### config.mk
export PLATFORM = sky130hd
export DESIGN_NAME = vlcfg_unit
export DESIGN_NICKNAME = d
export VERILOG_FILES = /design/src/rtl/vlcfg_pkg.sv /design/src/rtl/vlcfg_popcount.sv /design/src/rtl/vlcfg_divider.sv /design/src/rtl/vlcfg_limit.sv /design/src/rtl/vlcfg_unit.sv
export SDC_FILE = /design/constraint.sdc
export NUM_CORES = 1
export LEC_CHECK = 0
export BUFFER_PORTS_ARGS = -buffer_cell sky130_fd_sc_hd__buf_2
export CAP_MARGIN = 10
export CORE_AREA = 2 2 125 127
export CTS_CLUSTER_SIZE = 14
export DETAILED_ROUTE_END_ITERATION = 10
export DIE_AREA = 0 0 127 129
export SLEW_MARGIN = 10
export SYNTH_ARGS = -nofsm -noshare
export SYNTH_HDL_FRONTEND = slang
export SYNTH_SLANG_ARGS = --single-unit
### constraint.sdc
create_clock -name clk -period 13.4 [get_ports clk]
set_input_delay 2.01 -clock clk [delete_from_list [all_inputs] [get_ports clk]]
set_output_delay 2.01 -clock clk [all_outputs]
set_load 0.01 [all_outputs]
### src/rtl/vlcfg_pkg.sv
// Shared constants and types for the vector length configuration unit.
// Assumes register counts are small unsigned fields of equal width.
package vlcfg_pkg;
    localparam int VLC_CNT_W   = 6;
    localparam int VLC_RST_CNT = 32;
    localparam int VLC_FP_LSB  = 18;
    localparam int VLC_INT_LSB = 12;

    typedef logic [VLC_CNT_W-1:0] vlc_cnt_t;

    typedef struct packed {
        vlc_cnt_t n_fp;
        vlc_cnt_t n_int;
    } vlc_regcfg_t;
endpackage

### src/rtl/vlcfg_popcount.sv
// Counts the ones in a bit vector with a ripple chain of adders.
// Assumes W is wide enough to hold N.
module vlcfg_popcount #(
    parameter int N = 8,
    parameter int W = 4
) (
    input  logic [N-1:0] bits,
    output logic [W-1:0] count
);
    logic [W-1:0] acc [N+1];

    assign acc[0] = '0;

    // one adder stage per input bit
    for (genvar g = 0; g < N; g++) begin : g_stage
        assign acc[g+1] = acc[g] + W'(bits[g]);
    end

    assign count = acc[N];
endmodule

### src/rtl/vlcfg_divider.sv
// Restoring divider of a fixed dividend by a run-time divisor.
// It produces one quotient bit per cycle and takes DVD_W cycles.
// The result register holds the last quotient between runs.
// Assumes the divisor is non-zero when start is taken.
module vlcfg_divider #(
    parameter int DVD_W    = 9,
    parameter int DVS_W    = 7,
    parameter int DIVIDEND = 256,
    parameter int RST_Q    = 4,
    localparam int STEP_W  = $clog2(DVD_W + 1)
) (
    input  logic             clk,
    input  logic             rst_n,
    input  logic             start,
    input  logic [DVS_W-1:0] divisor,
    output logic             busy,
    output logic             done,
    output logic [DVD_W-1:0] quotient
);
    logic [DVS_W-1:0]  rem_q;
    logic [DVD_W-1:0]  qr_q;
    logic [DVS_W-1:0]  dvs_q;
    logic [STEP_W-1:0] cnt_q;
    logic [DVS_W:0]    shifted;
    logic [DVS_W:0]    trial;
    logic              ge;
    logic [DVS_W-1:0]  rem_n;
    logic [DVD_W-1:0]  qr_n;

    // one restoring step: shift in the next dividend bit and try to subtract
    always_comb begin
        shifted = {rem_q, qr_q[DVD_W-1]};
        trial   = shifted - {1'b0, dvs_q};
        ge      = (shifted >= {1'b0, dvs_q});
        rem_n   = ge ? trial[DVS_W-1:0] : shifted[DVS_W-1:0];
        qr_n    = {qr_q[DVD_W-2:0], ge};
    end

    // sequencing of the division and capture of the finished quotient
    always_ff @(posedge clk) begin
        if (!rst_n) begin
            busy     <= 1'b0;
            done     <= 1'b0;
            quotient <= DVD_W'(RST_Q);
            rem_q    <= '0;
            qr_q     <= '0;
            dvs_q    <= DVS_W'(1);
            cnt_q    <= '0;
        end else begin
            done <= 1'b0;
            if (busy) begin
                rem_q <= rem_n;
                qr_q  <= qr_n;
                cnt_q <= cnt_q - STEP_W'(1);
                if (cnt_q == STEP_W'(1)) begin
                    busy     <= 1'b0;
                    done     <= 1'b1;
                    quotient <= qr_n;
                end
            end else if (start) begin
                busy  <= 1'b1;
                cnt_q <= STEP_W'(DVD_W);
                rem_q <= '0;
                qr_q  <= DVD_W'(DIVIDEND);
                dvs_q <= divisor;
            end
        end
    end

    // the caller must never start a run with a zero divisor
    p_div_nonzero_r4: assert property (@(posedge clk) disable iff (!rst_n)
        (start && !busy) |-> (divisor != '0));

    // a finished quotient is the exact floor of the division
    p_div_exact_r4: assert property (@(posedge clk) disable iff (!rst_n)
        done |-> ((int'(quotient) * int'(dvs_q) <= DIVIDEND) &&
                  (DIVIDEND - int'(quotient) * int'(dvs_q) < int'(dvs_q))));
endmodule

### src/rtl/vlcfg_limit.sv
// Multiplies the stored quotient by the enabled-bank count and clamps
// the product to the hardware thread limit.
// Assumes LIMIT fits in O_W bits.
module vlcfg_limit #(
    parameter int Q_W   = 9,
    parameter int C_W   = 4,
    parameter int O_W   = 6,
    parameter int LIMIT = 32,
    localparam int P_W  = Q_W + C_W
) (
    input  logic [Q_W-1:0] quot,
    input  logic [C_W-1:0] count,
    output logic [O_W-1:0] result
);
    localparam logic [P_W-1:0] LIM_P = P_W'(LIMIT);

    logic [P_W-1:0] prod;

    // product of budget share and bank count, then saturate
    always_comb begin
        prod   = P_W'(quot) * P_W'(count);
        result = (prod > LIM_P) ? O_W'(LIMIT) : prod[O_W-1:0];
    end
endmodule

### src/rtl/vlcfg_unit.sv
// Vector length configuration unit: holds the bank mask and per-element
// register counts, derives the largest legal vector length and grants
// set-length requests against it.
// Assumes REQ_W >= VL_W and that VL_W leaves bits 17:12 free in cfg_rdata.
module vlcfg_unit
    import vlcfg_pkg::*;
#(
    parameter int BANKS         = 8,
    parameter int REGS_PER_BANK = 256,
    parameter int THREAD_MAX    = 32,
    parameter int MASK_IN_W     = 16,
    parameter int REQ_W         = 16,
    localparam int BC_W    = $clog2(BANKS + 1),
    localparam int DVD_W   = $clog2(REGS_PER_BANK + 1),
    localparam int DVS_W   = VLC_CNT_W + 1,
    localparam int VL_W    = $clog2(THREAD_MAX + 1),
    localparam int RDATA_W = 32,
    localparam int RST_Q   = REGS_PER_BANK / (2 * VLC_RST_CNT - 1)
) (
    input  logic                 clk,
    input  logic                 rst_n,
    input  logic                 mask_wr,
    input  logic [MASK_IN_W-1:0] mask_wdata,
    input  logic                 cfg_valid,
    input  logic [VLC_CNT_W-1:0] cfg_nint,
    input  logic [VLC_CNT_W-1:0] cfg_nfp,
    input  logic                 setvl_valid,
    input  logic [REQ_W-1:0]     setvl_len,
    output logic [VL_W-1:0]      vlmax,
    output logic [VL_W-1:0]      vl,
    output logic [BC_W-1:0]      bank_count,
    output logic [RDATA_W-1:0]   cfg_rdata,
    output logic                 busy,
    output logic                 done
);
    logic [BANKS-1:0] mask_q;
    vlc_regcfg_t      cfg_q;
    logic [VL_W-1:0]  vl_q;
    logic [DVS_W-1:0] sum;
    logic [DVS_W-1:0] divisor;
    logic [DVD_W-1:0] quot;
    logic             start;
    logic [REQ_W-1:0] vmx_ext;
    logic [VL_W-1:0]  grant;
    logic             unused_mask_hi;

    assign unused_mask_hi = ^mask_wdata[MASK_IN_W-1:BANKS];

    // bank-enable mask keeps only the low BANKS bits of a write
    always_ff @(posedge clk) begin
        if (!rst_n) begin
            mask_q <= '1;
        end else if (mask_wr) begin
            mask_q <= mask_wdata[BANKS-1:0];
        end
    end

    // register counts are taken only when no division is running
    assign start = cfg_valid && !busy;

    always_ff @(posedge clk) begin
        if (!rst_n) begin
            cfg_q.n_fp  <= vlc_cnt_t'(VLC_RST_CNT);
            cfg_q.n_int <= vlc_cnt_t'(VLC_RST_CNT);
        end else if (start) begin
            cfg_q.n_fp  <= cfg_nfp;
            cfg_q.n_int <= cfg_nint;
        end
    end

    // divisor is count sum minus one, forced to one for sums below two
    always_comb begin
        sum     = DVS_W'(cfg_nint) + DVS_W'(cfg_nfp);
        divisor = (sum < DVS_W'(2)) ? DVS_W'(1) : (sum - DVS_W'(1));
    end

    vlcfg_divider #(
        .DVD_W    (DVD_W),
        .DVS_W    (DVS_W),
        .DIVIDEND (REGS_PER_BANK),
        .RST_Q    (RST_Q)
    ) u_div (
        .clk      (clk),
        .rst_n    (rst_n),
        .start    (start),
        .divisor  (divisor),
        .busy     (busy),
        .done     (done),
        .quotient (quot)
    );

    vlcfg_popcount #(
        .N (BANKS),
        .W (BC_W)
    ) u_pop (
        .bits  (mask_q),
        .count (bank_count)
    );

    vlcfg_limit #(
        .Q_W   (DVD_W),
        .C_W   (BC_W),
        .O_W   (VL_W),
        .LIMIT (THREAD_MAX)
    ) u_lim (
        .quot   (quot),
        .count  (bank_count),
        .result (vlmax)
    );

    // grant is the smaller of the request and the current maximum
    always_comb begin
        vmx_ext = REQ_W'(vlmax);
        grant   = (setvl_len < vmx_ext) ? setvl_len[VL_W-1:0] : vlmax;
    end

    // granted length updates only on an accepted request
    always_ff @(posedge clk) begin
        if (!rst_n) begin
            vl_q <= '0;
        end else if (setvl_valid && !busy) begin
            vl_q <= grant;
        end
    end

    assign vl = vl_q;

    // packed read word: fp count, integer count, granted length
    always_comb begin
        cfg_rdata = '0;
        cfg_rdata[VLC_FP_LSB  +: VLC_CNT_W] = cfg_q.n_fp;
        cfg_rdata[VLC_INT_LSB +: VLC_CNT_W] = cfg_q.n_int;
        cfg_rdata[VL_W-1:0]                 = vl_q;
    end

    p_done_pulse_r3: assert property (@(posedge clk) disable iff (!rst_n)
        done |=> !done);

    p_done_at_fall_r3: assert property (@(posedge clk) disable iff (!rst_n)
        $fell(busy) |-> done);

    p_mask_count_r2: assert property (@(posedge clk) disable iff (!rst_n)
        mask_wr |=> (int'(bank_count) == $countones($past(mask_wdata[BANKS-1:0]))));

    p_bank_range_r2: assert property (@(posedge clk) disable iff (!rst_n)
        int'(bank_count) <= BANKS);

    p_cap_r6: assert property (@(posedge clk) disable iff (!rst_n)
        int'(vlmax) <= THREAD_MAX);

    p_grant_bound_r7: assert property (@(posedge clk) disable iff (!rst_n)
        (setvl_valid && !busy) |=> ((vl <= $past(vlmax)) &&
            ((vl == $past(vlmax)) || (REQ_W'(vl) == $past(setvl_len)))));

    p_vl_hold_r8: assert property (@(posedge clk) disable iff (!rst_n)
        (setvl_valid && busy) |=> $stable(vl));

    p_cfg_hold_r8: assert property (@(posedge clk) disable iff (!rst_n)
        (cfg_valid && busy) |=> $stable(cfg_rdata));
endmodule

### Word level (Yosys, flattened, before mapping)

Cells that the tools add are included.

* input bits: 49
* word-level logic and storage cells: 50
* output and inout bits: 50
* bits in registers: 64

* bitwise operators: 1
* add/sub/neg operators: 11
* reduce and logical (&&, ||, !) cells: 7
* $lt $le $gt $ge: 4
* muxes and demuxes: 14
* multiply operators: 1
* equal/unequal tests: 1

Operator list (count)
* $mux W7: 4
* $add A4 B1 Y4: 6
* $mux W9: 2
* $lt A16 B6 Y1: 1
* $gt A13 B6 Y1 const B: 1
* $mul A9 B4 Y13: 1
* $mux W6: 2
* $ge A8 B7 Y1: 1
* $mux W4: 2
* $add A6 B6 Y7: 1
* $lt A7 B2 Y1 const B: 1
* $sub A7 B1 Y7 const B: 1
* $sub A7 B7 Y7: 1
* $reduce_and A2 Y1: 3
* $eq A4 B1 Y1 const B: 1
* $mux W1: 4
* $sub A4 B1 Y4 const B: 1
* $add A1 B1 Y2: 1
* $logic_and A1 B1 Y1: 2
* $reduce_bool A2 Y1: 1
* $logic_not A1 Y1: 1
* $not A1 Y1: 1

### Logic depth before layout (Yosys ltp)

Gate-level depths: netlist of run 1.

* word-level depth: 12
* mapped depth: 31
* mapped depth without buffers: 29

### Modules after synthesis

Synthesis of run 1 repeated with hierarchy kept, for this count alone.

* cell total of the unflattened synthesis: 611
* area total of the unflattened synthesis: 4969.8 um2

Modules (own cells, without submodules)
* vlcfg_divider: cells each 223, area each 1863.0 um2, instances 1, seq. area each 760.7 um2
* vlcfg_unit: cells each 202, area each 1682.9 um2, instances 1, seq. area each 520.5 um2
* vlcfg_limit: cells each 162, area each 1233.7 um2, instances 1, seq. area each 0.0 um2
* vlcfg_popcount: cells each 24, area each 190.2 um2, instances 1, seq. area each 0.0 um2

### Worst setup path before layout of run 1

Ideal clock, no wire load.

* path kind: register to output
* start point: reg mask_q[2]
* end point: out vlmax[3]
* data arrival time: 5.808 ns
* stages on the path, launching flop included: 21
* data required time: 11.390 ns
* buffers on the path: 1
* path slack: 5.582 ns
* cell sequence: dfxtp_1 > inv_1 > fa_1 > fa_1 > fa_1 > fa_1 > xnor2_1 > nand2_1 > fa_1 > fa_1 > fa_1 > nor2b_4 > o2111ai_2 > a31o_1 > a21oi_2 > o221ai_2 > or3_1 > buf_2 > inv_1 > nand2b_1 > inv_1

* longest elaborated chain between the ends: 9

RTL lines
* start: declaration: RTL line vlcfg_unit.sv:36 `logic [BANKS-1:0] mask_q;`
* start signal: assignment: RTL line vlcfg_unit.sv:54 `mask_q <= mask_wdata[BANKS-1:0];`
* $add A4 B1 Y4 (*) (6 in a row): RTL line vlcfg_popcount.sv:16 `assign acc[g+1] = acc[g] + W'(bits[g]);`
* via bank_count[2]: RTL line vlcfg_unit.sv:31 `output logic [BC_W-1:0] bank_count,`
* $mul A9 B4 Y13 (*): RTL line vlcfg_limit.sv:21 `prod = P_W'(quot) * P_W'(count);`
* $gt A13 B6 Y1: RTL line vlcfg_limit.sv:22 `result = (prod > LIM_P) ? O_W'(LIMIT) : prod[O_W-1:0];`
* $mux W6 (*): RTL line vlcfg_limit.sv:22
* end: declaration: RTL line vlcfg_unit.sv:29 `output logic [VL_W-1:0] vlmax,`

Mark *: on every way through the listed nets, which the timed path passes. The rest lies on a longest branch.

### Final worst setup path of run 1

* start point: reg mask_q[2]
* end point: out vlmax[3]

* longest elaborated chain between the ends: 9

RTL lines (RTL line)
* $add A4 B1 Y4 (*) (6 in a row): vlcfg_popcount.sv:16
* $mul A9 B4 Y13 (*): vlcfg_limit.sv:21
* $gt A13 B6 Y1: vlcfg_limit.sv:22
* $mux W6 (*): vlcfg_limit.sv:22

Mark *: on every way between the ends. The rest lies on a longest branch, timed or not.

==> results of run 1 <==
## layout make-up
class / count / area [µm²]
Clock buffer: 11 / 253
Clock inverter: 4 / 53.8
Fill cell: 1614 / 9510
Inverter: 63 / 236
Multi-Input combinational cell: 427 / 3010
Sequential cell: 64 / 1280
Tap cell: 188 / 235
Timing Repair Buffer: 79 / 403
## cells by family (layout without fill, tap and decap cells)
| kind of cell | after synthesis | in the layout | share of synthesized area, % |
|---|---|---|---|
| AND/OR/NAND/NOR | 205 | 205 | 21.6 |
| multiplexers | 10 | 10 | 2.20 |
| flip-flops | 64 | 64 | 27.2 |
| adder cells (fa/ha/maj) | 61 | 61 | 19.4 |
| XOR/XNOR | 17 | 17 | 3.16 |
| other | 1 | 14 | 0.0796 |
| AO/OA/AOI/OAI | 120 | 120 | 16.4 |
| buffers and inverters | 103 | 157 | 10.0 |
## report_power, final
group	switching, mW	internal, mW
sequential	0.00779	0.204
clock	0.0855	0.153
combinational	0.138	0.0954
## synth_stat cells, types with 10 or more instances
master / n
nand2_1: 69
nor2b_1: 20
clkbuf_1: 16
fa_1: 20
and2_1: 16
nand2b_1: 10
ha_1: 41
buf_4: 20
inv_1: 63
nor2_1: 39
dfxtp_1: 64
a21oi_1: 49
o21ai_0: 16
## flip-flops by register name, indices dropped and copies added, names as in the netlist
name / flops
u_div.rem_q: 7
u_div.dvs_q: 7
cfg_rdata: 12
u_div.quotient: 9
u_div.qr_q: 9
mask_q: 8
u_div.cnt_q: 4
u_div.done: 1
u_div.busy: 1
vl: 6
## routing by layer
metal	GRT usage [%]	wire length, µm	part of all wire, %	vias to the layer above
li1	-	-	-	2051
met1	16.2	4870	47	1847
met2	22.3	4850	47	86
met3	4.12	576	5.5	9
met4	3.75	108	1.0	0
met5	0	0	0	-
## through the flow
step | total power, mW | instance area (µm²)
after global placement | 0.451 | 5160
final | 0.684 | 5470
after floorplan | 0.390 | 4760
after detailed placement | 0.452 | 5160
after global routing | 0.734 | 5470
after CTS | 0.696 | 5470
## critical path: stages, from the launching register on
cell and delay, ns:
dfxtp_1 0.30, inv_1 0.06, fa_1 0.56, fa_1 0.43
fa_1 0.42, fa_1 0.39, xnor2_1 0.62, nand2_1 0.17
fa_1 0.51, fa_1 0.54, fa_1 0.51, nor2b_4 0.15
o2111ai_2 0.13, a31o_1 0.28, a21oi_2 0.16, o221ai_2 0.14
or3_1 0.46, inv_1 0.16, nand2b_1 0.10, inv_1 0.05
buf_2 0.12
## path summary, 6_finish.rpt
kind	slack, ns	cells after the start	to
max	4.79	20	vlmax[3]
min	0.46	2	cfg_rdata[21]$_SDFFE_PN0P_
max reg2reg	5.36	25	vl[2]$_SDFFE_PN0P_
min reg2reg	0.46	2	cfg_rdata[21]$_SDFFE_PN0P_
==> summary.txt, run 1 <==
Run status
  • Status: finished clean

Synth
  • Synth unique cells: between 50 and 60
  • Post-synth EDFFs: 0
  • Synthesis Warnings: 0
  • Syn Area/Cell: about 8 µm²
  • Post-Synthesis Cells: 581
  • Synth async-reset ratio: 0%
  • Top FF cell, synth: dfxtp_1
  • Synth Cell Area: approximately 4700 µm²
  • Post-synthesis sequential area ratio: between 20% and 30%
  • Synth top area share: a little over a quarter
  • Seq cells post-synth: 64
  • Synth top area cells: dfxtp_1 (27%), ha_1 (11%), fa_1 (8.5%)
  • Yosys top cell by area: dfxtp_1

Timing
  • WHS: approximately 0.46 ns
  • Slew of the pin with the lowest slew margin: around 0.8 ns
  • Maximum achievable frequency: around 120 MHz
  • Clock Skews: 0.00769 ns
  • Relative slew slack: between 40% and 50%
  • RSZ-0062 raised after global routing: false
  • Tcrit/Tclk final: between 60% and 70%
  • Final min period: approximately 8.6 ns
  • Setup TNS Final: 0 ns
  • Slew Limit Fails: 0
  • Final setup violation count: 0
  • Endpoints failing hold: 0
  • Worst setup margin: 4.79 ns

Global routing
  • Antenna violations before repair: 0
  • Number of global-route vias before repair: 3790
  • GRT Total Usage: between 10% and 20%
  • GRT Residual Overflow: 0
  • First-pass GRT wire length: ~18 mm
  • Largest net degree at the start of global routing: 44

Floorplanning
  • Die height: about 130 µm
  • I/O Pins: 99
  • Die ar.: 16400 µm²
  • Initial core utilization: between 30% and 40%
  • Die Wd: ~130 µm
  • Rows: 45
  • Core Region: roughly 15000 µm²

Route
  • Drt drc: 0
  • Via-to-Cell Ratio: roughly 4.8
  • DRT Wirelength: 10.4 mm
  • Avg WL per Cell: about 12 µm
  • Drt first pass iters: 4
  • Vias after detailed routing: 3993
  • Initial drt markers: 254
  • Antenna-violating nets left: 0

Critical path
  • Crit end category: primary output
  • CP Launch Type: register
  • CP Class: reg2out
  • Crit Path Max Fanout: 10
  • WP data required: between 10 and 15 ns
  • CP startpoint: mask_q[2]$_SDFFE_PN1P_
  • FF-to-FF Start: mask_q[2]$_SDFFE_PN1P_
  • Crit path DAT: between 6 and 7 ns

Clock network
  • Worst skew pair latency: approximately 0.33 ns
  • TritonCTS Buffers: 9
  • Clk pin slew, worst setup/hold paths: roughly 0.060 ns
  • CTS sink cnt: between 60 and 70
  • Setup Buffers After CTS: 0
  • Clk buf depth: 2
  • CTS tree: yes
  • H-tree lvl count: 3
  • CTS resizes: 0
  • Root Buffer: clkbuf_16
  • Post-cts hold buffer count: 0

Place
  • Buffers on Ports: between 70 and 80
  • Placer Congestion: 0.829
  • Post-Place Setup Slack: between 5 and 6 ns
  • Post-DP HPWL: 7.86 mm
  • Placed cell count: slightly above 800

Cells and area
  • Layout cells sized above 1: approximately 16%
  • Antenna Cells: 0
  • Commonest non-fill, non-tap cell in the layout: buf_2
  • Layout Nets: between 700 and 800
  • Fin cells: 836
  • Core Util, Final: between 30% and 40%
  • Area Growth Syn to Fin: 16.1%
  • Most frequent cells in the layout: buf_2 (76), nand2_1 (69), dfxtp_1 (64), inv_1 (63), a21oi_1 (49)

Flow run
  • Max Cap Viol: 0

Hold path
  • Hold WC Path Type: reg2reg
  • Min-delay src: cfg_rdata[21]$_SDFFE_PN0P_

Pwr
  • LEAKAGE: 2.52 nW
  • Pwr Density: around 120 nW/µm²
  • Worst vdd ir: roughly 0.07 mV
Power figures use the tool's default switching activity.
==> run 2: changes to the inputs <==
==> constraint.sdc (replaced) <==
create_clock -name clk -period 7.4 [get_ports clk]
set_input_delay 1.11 -clock clk [delete_from_list [all_inputs] [get_ports clk]]
set_output_delay 1.11 -clock clk [all_outputs]
set_load 0.01 [all_outputs]
==> summary.txt, run 2 (same netlist as run 1, synthesis figures left out) <==
Global routing
  • First-pass GRT wire length: 18.1 mm
  • GRT Residual Overflow: 0
  • Number of global-route vias before repair: 3935
  • Antenna violations before repair: 0
  • GRT Total Usage: 13.6%
  • Largest net degree at the start of global routing: 43

Floorplanning
  • Die height: about 130 µm
  • Rows: 45
  • Initial core utilization: a little under a third
  • Core Region: between 10000 and 15000 µm²
  • Die Wd: approximately 130 µm
  • I/O Pins: approximately 100
  • Die ar.: between 15000 and 20000 µm²

Route
  • Avg WL per Cell: 12.8 µm
  • DRT Wirelength: 11.0 mm
  • Via-to-Cell Ratio: roughly 4.7
  • Drt drc: 0
  • Antenna-violating nets left: 0
  • Initial drt markers: roughly 180
  • Vias after detailed routing: 4075
  • Drt first pass iters: 4

Pwr
  • Overall Power: ~1.3 mW
  • Worst vdd ir: ~0.089 mV
  • Share of power burned in registers: ~29%
  • LEAKAGE: about 2.6 nW
  • Combinational power share: 39.9%
  • Clock group share of total power: 30.7%
  • NetSw: 0.446 mW
  • Internal power: 0.861 mW
  • Switch share: between 30% and 40%
  • Pwr Density: around 220 nW/µm²

Timing
  • Relative slew slack: 40.0%
  • Slew of the pin with the lowest slew margin: between 0.8 and 0.9 ns
  • WHS: around 0.45 ns
  • Tcrit/Tclk final: 95.7%
  • Endpoints failing hold: 0
  • Final setup violation count: 0
  • Maximum achievable frequency: ~140 MHz
  • Clock Skews: just over 0.008 ns
  • Slew Limit Fails: 0
  • Final min period: a little over 7 ns

Clock network
  • H-tree lvl count: 3
  • Clk pin slew, worst setup/hold paths: about 0.050 ns
  • CTS tree: yes
  • Clk buf depth: 2
  • TritonCTS Buffers: 9
  • CTS sink cnt: 64
  • Worst skew pair latency: roughly 0.33 ns
  • Post-cts hold buffer count: 0
  • Root Buffer: clkbuf_16

Place
  • Placer Congestion: a little under 0.8
  • Post-DP HPWL: between 8 and 9 mm
  • Placed cell count: 835
  • Buffers on Ports: 76

Critical path
  • WP data required: 6.29 ns
  • Reg2reg setup slack: ~0.33 ns
  • CP Class: reg2out
  • Crit path DAT: ~6 ns
  • CP Launch Type: register
  • Crit Path Max Fanout: 4
  • Crit end category: primary output

Cells and area
  • Antenna Cells: 0
  • Area Growth Syn to Fin: 24.8%
  • Layout Nets: approximately 780
  • Most frequent cells in the layout: buf_2 (76), nand2_1 (69), dfxtp_1 (63), inv_1 (60), a21oi_1 (46)
  • Fin cells: roughly 860
  • Core Util, Final: approximately two fifths
  • Layout cells sized above 1: 24.3%
  • Commonest non-fill, non-tap cell in the layout: buf_2
  • Max reg flops: 12

Hold path
  • Hold WC Path Type: reg2reg

Run status
  • Status: finished clean

Flow run
  • Max Cap Viol: 0
## run 2: timing repair
action,4_1_cts,5_1_grt
endpoints found under the setup margin,1,12
resized for setup,1,50
buffers inserted,0,8
pin swaps,0,30
## run 2: power by group through the flow
stage | logic [mW] | clock network, mW | registers [mW]
after floorplan | 0.315 | 0 | 0.392
after global routing | 0.586 | 0.430 | 0.387
after detailed placement | 0.460 | 0 | 0.391
after global placement | 0.457 | 0 | 0.391
final | 0.521 | 0.401 | 0.384
after CTS | 0.462 | 0.412 | 0.384
## run 2: final cells by class
type	instances	area (µm²)
sequential	64	1280
inverter	63	241
tap	188	235
fill	1555	9090
timing repair buffer	101	579
clock buffer	14	274
clock inverter	2	12.5
multi-input combinational	427	3260
## run 2: metal layers
metal | track usage [%] | routed length (µm)
met2 | 23.3 | 5340
met5 | 0 | 0
met3 | 2.74 | 434
met1 | 16.9 | 5070
met4 | 5.43 | 188
## run 2: through the flow
stage	setup TNS [ns]	cell area, µm²	worst slack (ns)
global route	-0.0647	5880	-0.0426
finish	0	5880	0.316
floorplan	0	4760	0.0729
detailed placement	0	5270	0.0166
CTS	0	5560	0.00910
global placement	0	5270	0.0494
## run 2: worst max-delay path: stages (launching register included)
cell and delay, ns:
dfxtp_2 0.31, inv_2 0.04, fa_1 0.55, fa_1 0.44
fa_2 0.40, fa_2 0.44, xnor2_4 0.16, buf_6 0.13
and2_4 0.15, fa_1 0.53, inv_1 0.05, fa_1 0.49
inv_2 0.04, ha_4 0.23, nor2b_4 0.14, o2111ai_4 0.19
a31o_1 0.23, a211oi_2 0.09, or2_1 0.23, or3_4 0.40
inv_6 0.09, nand2b_1 0.11, inv_1 0.08, buf_2 0.12
## run 2: path summary, 6_finish.rpt
| path | from | endpoint | cells past startpoint |
|---|---|---|---|
| min | cfg_rdata[21]$_SDFFE_PN0P_ | cfg_rdata[21]$_SDFFE_PN0P_ | 2 |
| max | mask_q[5]$_SDFFE_PN1P_ | vlmax[3] | 23 |
| min reg2reg | cfg_rdata[21]$_SDFFE_PN0P_ | cfg_rdata[21]$_SDFFE_PN0P_ | 2 |
| max reg2reg | mask_q[5]$_SDFFE_PN1P_ | vl[1]$_SDFFE_PN0P_ | 30 |
==> run 3: changes to the inputs <==
--- a/config.mk
+++ b/config.mk
@@ -7,11 +7,12 @@
 export LEC_CHECK = 0
 export BUFFER_PORTS_ARGS = -buffer_cell sky130_fd_sc_hd__buf_2
 export CAP_MARGIN = 10
-export CORE_AREA = 2 2 125 127
+export CORE_AREA = 3 3 129 131
 export CTS_CLUSTER_SIZE = 14
 export DETAILED_ROUTE_END_ITERATION = 10
-export DIE_AREA = 0 0 127 129
+export DIE_AREA = 0 0 132 134
 export SLEW_MARGIN = 10
 export SYNTH_ARGS = -nofsm -noshare
 export SYNTH_HDL_FRONTEND = slang
+export SYNTH_HIERARCHICAL = 1
 export SYNTH_SLANG_ARGS = --single-unit
==> summary.txt, run 3 <==
Pwr
  • Pwr Density: ~240 nW/µm²
  • Worst vdd ir: 0.129 mV
  • LEAKAGE: 2.86 nW

Route
  • Vias after detailed routing: approximately 4400
  • Drt drc: 0
  • Avg WL per Cell: about 12 µm
  • Drt first pass iters: 4
  • DRT Wirelength: ~11 mm
  • Initial drt markers: approximately 140
  • Via-to-Cell Ratio: 4.65
  • Antenna-violating nets left: 0

Synth
  • Mux share of post-synthesis cell area: 4.98%
  • Seq cells post-synth: between 60 and 70
  • Post-synthesis sequential area ratio: between 20% and 30%
  • Xor/xnor share of the synthesized area: under 10%
  • Synthesis Warnings: 6
  • Syn Area/Cell: around 8.1 µm²
  • Synth Area in Compound Gates: between 15 and 20%
  • Post-Synth Adder-Cell Area: between 10% and 20%
  • Post-synth EDFFs: 0
  • Synth unique cells: 68
  • Synth top area cells: dfxtp_1 (26%), ha_1 (10%), fa_1 (8.1%)
  • Simple-Gate Fraction of Synth Area: 22.9%
  • Most common cell in the synthesized netlist: nand2_1
  • Top FF cell, synth: dfxtp_1
  • Synth cell count leaders: nand2_1 (82), dfxtp_1 (64), inv_1 (61)
  • Synth top area share: roughly a quarter
  • Yosys top cell by area: dfxtp_1
  • Post-Synthesis Cells: 611
  • Synth async-reset ratio: 0%
  • Synth Cell Area: just under 5000 µm²
  • Largest family of logic cells by synthesized area: simple AND/OR/NAND/NOR gates

Critical path
  • CP Launch Type: register
  • Crit end category: primary output
  • Reg2reg path depth: 30
  • Reg2reg setup slack: 0.18 ns
  • WP data required: between 6 and 7 ns
  • Crit Path Max Fanout: 6
  • Critical path capture point: vlmax[5]
  • CP Class: reg2out
  • Crit path DAT: 6.18 ns
  • CP startpoint: mask_q[3]$_SDFFE_PN1P_
  • R2r endpoint: vl[2]$_SDFFE_PN0P_
  • FF-to-FF Start: mask_q[3]$_SDFFE_PN1P_

Timing
  • Final min period: roughly 7.3 ns
  • Final setup violation count: 0
  • Relative slew slack: 34.6%
  • Clock Skews: about 0.0043 ns
  • Worst setup margin: approximately 0.11 ns
  • Slew of the pin with the lowest slew margin: roughly 0.98 ns
  • Slew Limit Fails: 0
  • Maximum achievable frequency: around 140 MHz
  • Tcrit/Tclk final: a little over nine tenths
  • RSZ-0062 raised after global routing: true
  • Endpoints failing hold: 0

Place
  • Post-DP HPWL: between 8 and 9 mm
  • Buffers on Ports: 76
  • Post-Place Setup Slack: -0.185 ns
  • Placer Congestion: a little under 0.8

Hold path
  • Hold WC Path Type: reg2reg

Cells and area
  • Commonest non-fill, non-tap cell in the layout: nand2_1
  • Layout Nets: about 800
  • Area of the multi-input gates: 3540 µm²
  • Max reg flops: 12
  • Most frequent cells in the layout: nand2_1 (80), buf_2 (71), dfxtp_1 (62), inv_1 (54), nor2_1 (46)
  • Area Growth Syn to Fin: 29.4%
  • Fill count: roughly 1600
  • Seq. cell area: 1280 µm²
  • Layout cells sized above 1: about 28%
  • Core Util, Final: 40.9%
  • Antenna Cells: 0

Flow run
  • Max Cap Viol: 0

Floorplanning
  • Die ar.: 17700 µm²
  • Die Wd: approximately 130 µm
  • Die height: around 130 µm
  • Initial core utilization: between 30% and 40%
  • I/O Pins: 99
  • Core Region: ~16000 µm²
  • Rows: 46

Clock network
  • H-tree lvl count: 3
  • TritonCTS Buffers: 9
  • Clk pin slew, worst setup/hold paths: ~0.05 ns
  • CTS sink cnt: 64
  • Root Buffer: clkbuf_16
  • Worst skew pair latency: between 0.3 and 0.4 ns
  • Post-cts hold buffer count: 0
  • CTS tree: yes
  • Clk buf depth: 2

Global routing
  • Largest net degree at the start of global routing: 36
  • Antenna violations before repair: 0
  • GRT Total Usage: 12.9%
  • Number of global-route vias before repair: roughly 4200
  • First-pass GRT wire length: around 20 mm
  • GRT Residual Overflow: 0

Run status
  • Status: finished clean
==> run 3: cell types whose count changed after synthesis, sizes merged, moves of 5 or more <==
cell and change:
mux2i +14, nand2 +13, nor2b -13, a21boi +9
and2 +9, nor2 +9, o211ai -5
==> run 3: cell families after synthesis <==
logic type                 after synthesis
and+or+nand+nor                        228
AOI/OAI and AO/OA                      121
buffers and inverters                  102
DFF                                     64
adders and majority gates               61
muxes                                   24
xor gates and xnor gates                10
other                                    1
==> run 3: area by class of cell <==
class	count	share of cell area (%)
clock buffers	12	4.14
clock inverters	4	0.798
multi-input cells	458	55.1
repair buffers	120	12.2
flip-flops and latches	64	20.0
inverters	61	3.60
well taps	216	4.20
==> run 3: metrics by stage <==
stage	std cells	total power, mW	hold WS [ns]	instance area (µm²)	TNS, ns
2_1_floorplan	624	0.840	0.440	5020	0
3_3_place_gp	910	1.03	0.452	5690	-1.13
3_5_place_dp	910	1.04	0.456	5690	-1.38
4_1_cts	932	1.54	0.467	6330	-0.173
5_1_grt	935	1.65	0.485	6430	-1.65
6_report	935	1.54	0.463	6430	0
==> run 3: critical path, cell delays in order (launching register included) <==
cell and delay (ns):
dfxtp_2 0.33, inv_2 0.04, fa_1 0.54, fa_1 0.42, fa_1 0.43, inv_1 0.07, ha_2 0.17, inv_2 0.04
fa_2 0.38, xnor2_4 0.24, buf_6 0.14, nand2_1 0.06, fa_1 0.47, fa_1 0.49, inv_1 0.06, ha_4 0.29
buf_6 0.11, buf_4 0.11, a31oi_1 0.08, or4_1 0.52, and3_4 0.21, or4b_4 0.51, buf_6 0.14
==> run 3: power by group <==
part / internal [mW] / switching (mW) / leakage, nW
logic: 0.329 / 0.374 / 2.18
registers: 0.376 / 0.0218 / 0.523
clock network: 0.288 / 0.150 / 0.155
==> run 3: repair_timing <==
action                     in CTS  in global routing
gates resized for setup        59                 17
setup buffers                   9                  3
pin swaps                      32                 21
setup endpoints to repair      12                 12
==> run 3: worst min-delay path by stage <==
stage	from	to	cells past startpoint
final	cfg_rdata[17]$_SDFFE_PN1P_	cfg_rdata[17]$_SDFFE_PN1P_	2
after global routing	cfg_rdata[23]$_SDFFE_PN1P_	cfg_rdata[23]$_SDFFE_PN1P_	2
after CTS	cfg_rdata[16]$_SDFFE_PN0P_	cfg_rdata[16]$_SDFFE_PN0P_	2
after detailed placement	cfg_rdata[17]$_SDFFE_PN1P_	cfg_rdata[17]$_SDFFE_PN1P_	2
after global placement	cfg_rdata[17]$_SDFFE_PN1P_	cfg_rdata[17]$_SDFFE_PN1P_	2
after floorplan	u_div/qr_q[3]$_SDFFE_PN0P_	u_div/quotient[4]$_SDFFE_PN0P_	2
==> run 3: per-layer routing <==
layer | up-vias | global-route usage (%) | routed length, µm
li1 | 2259 | - | -
met2 | 56 | 22.8 | 5590
met4 | 0 | 3.33 | 102
met1 | 2029 | 16.3 | 5430
met3 | 7 | 2.40 | 321
met5 | - | 0 | 0
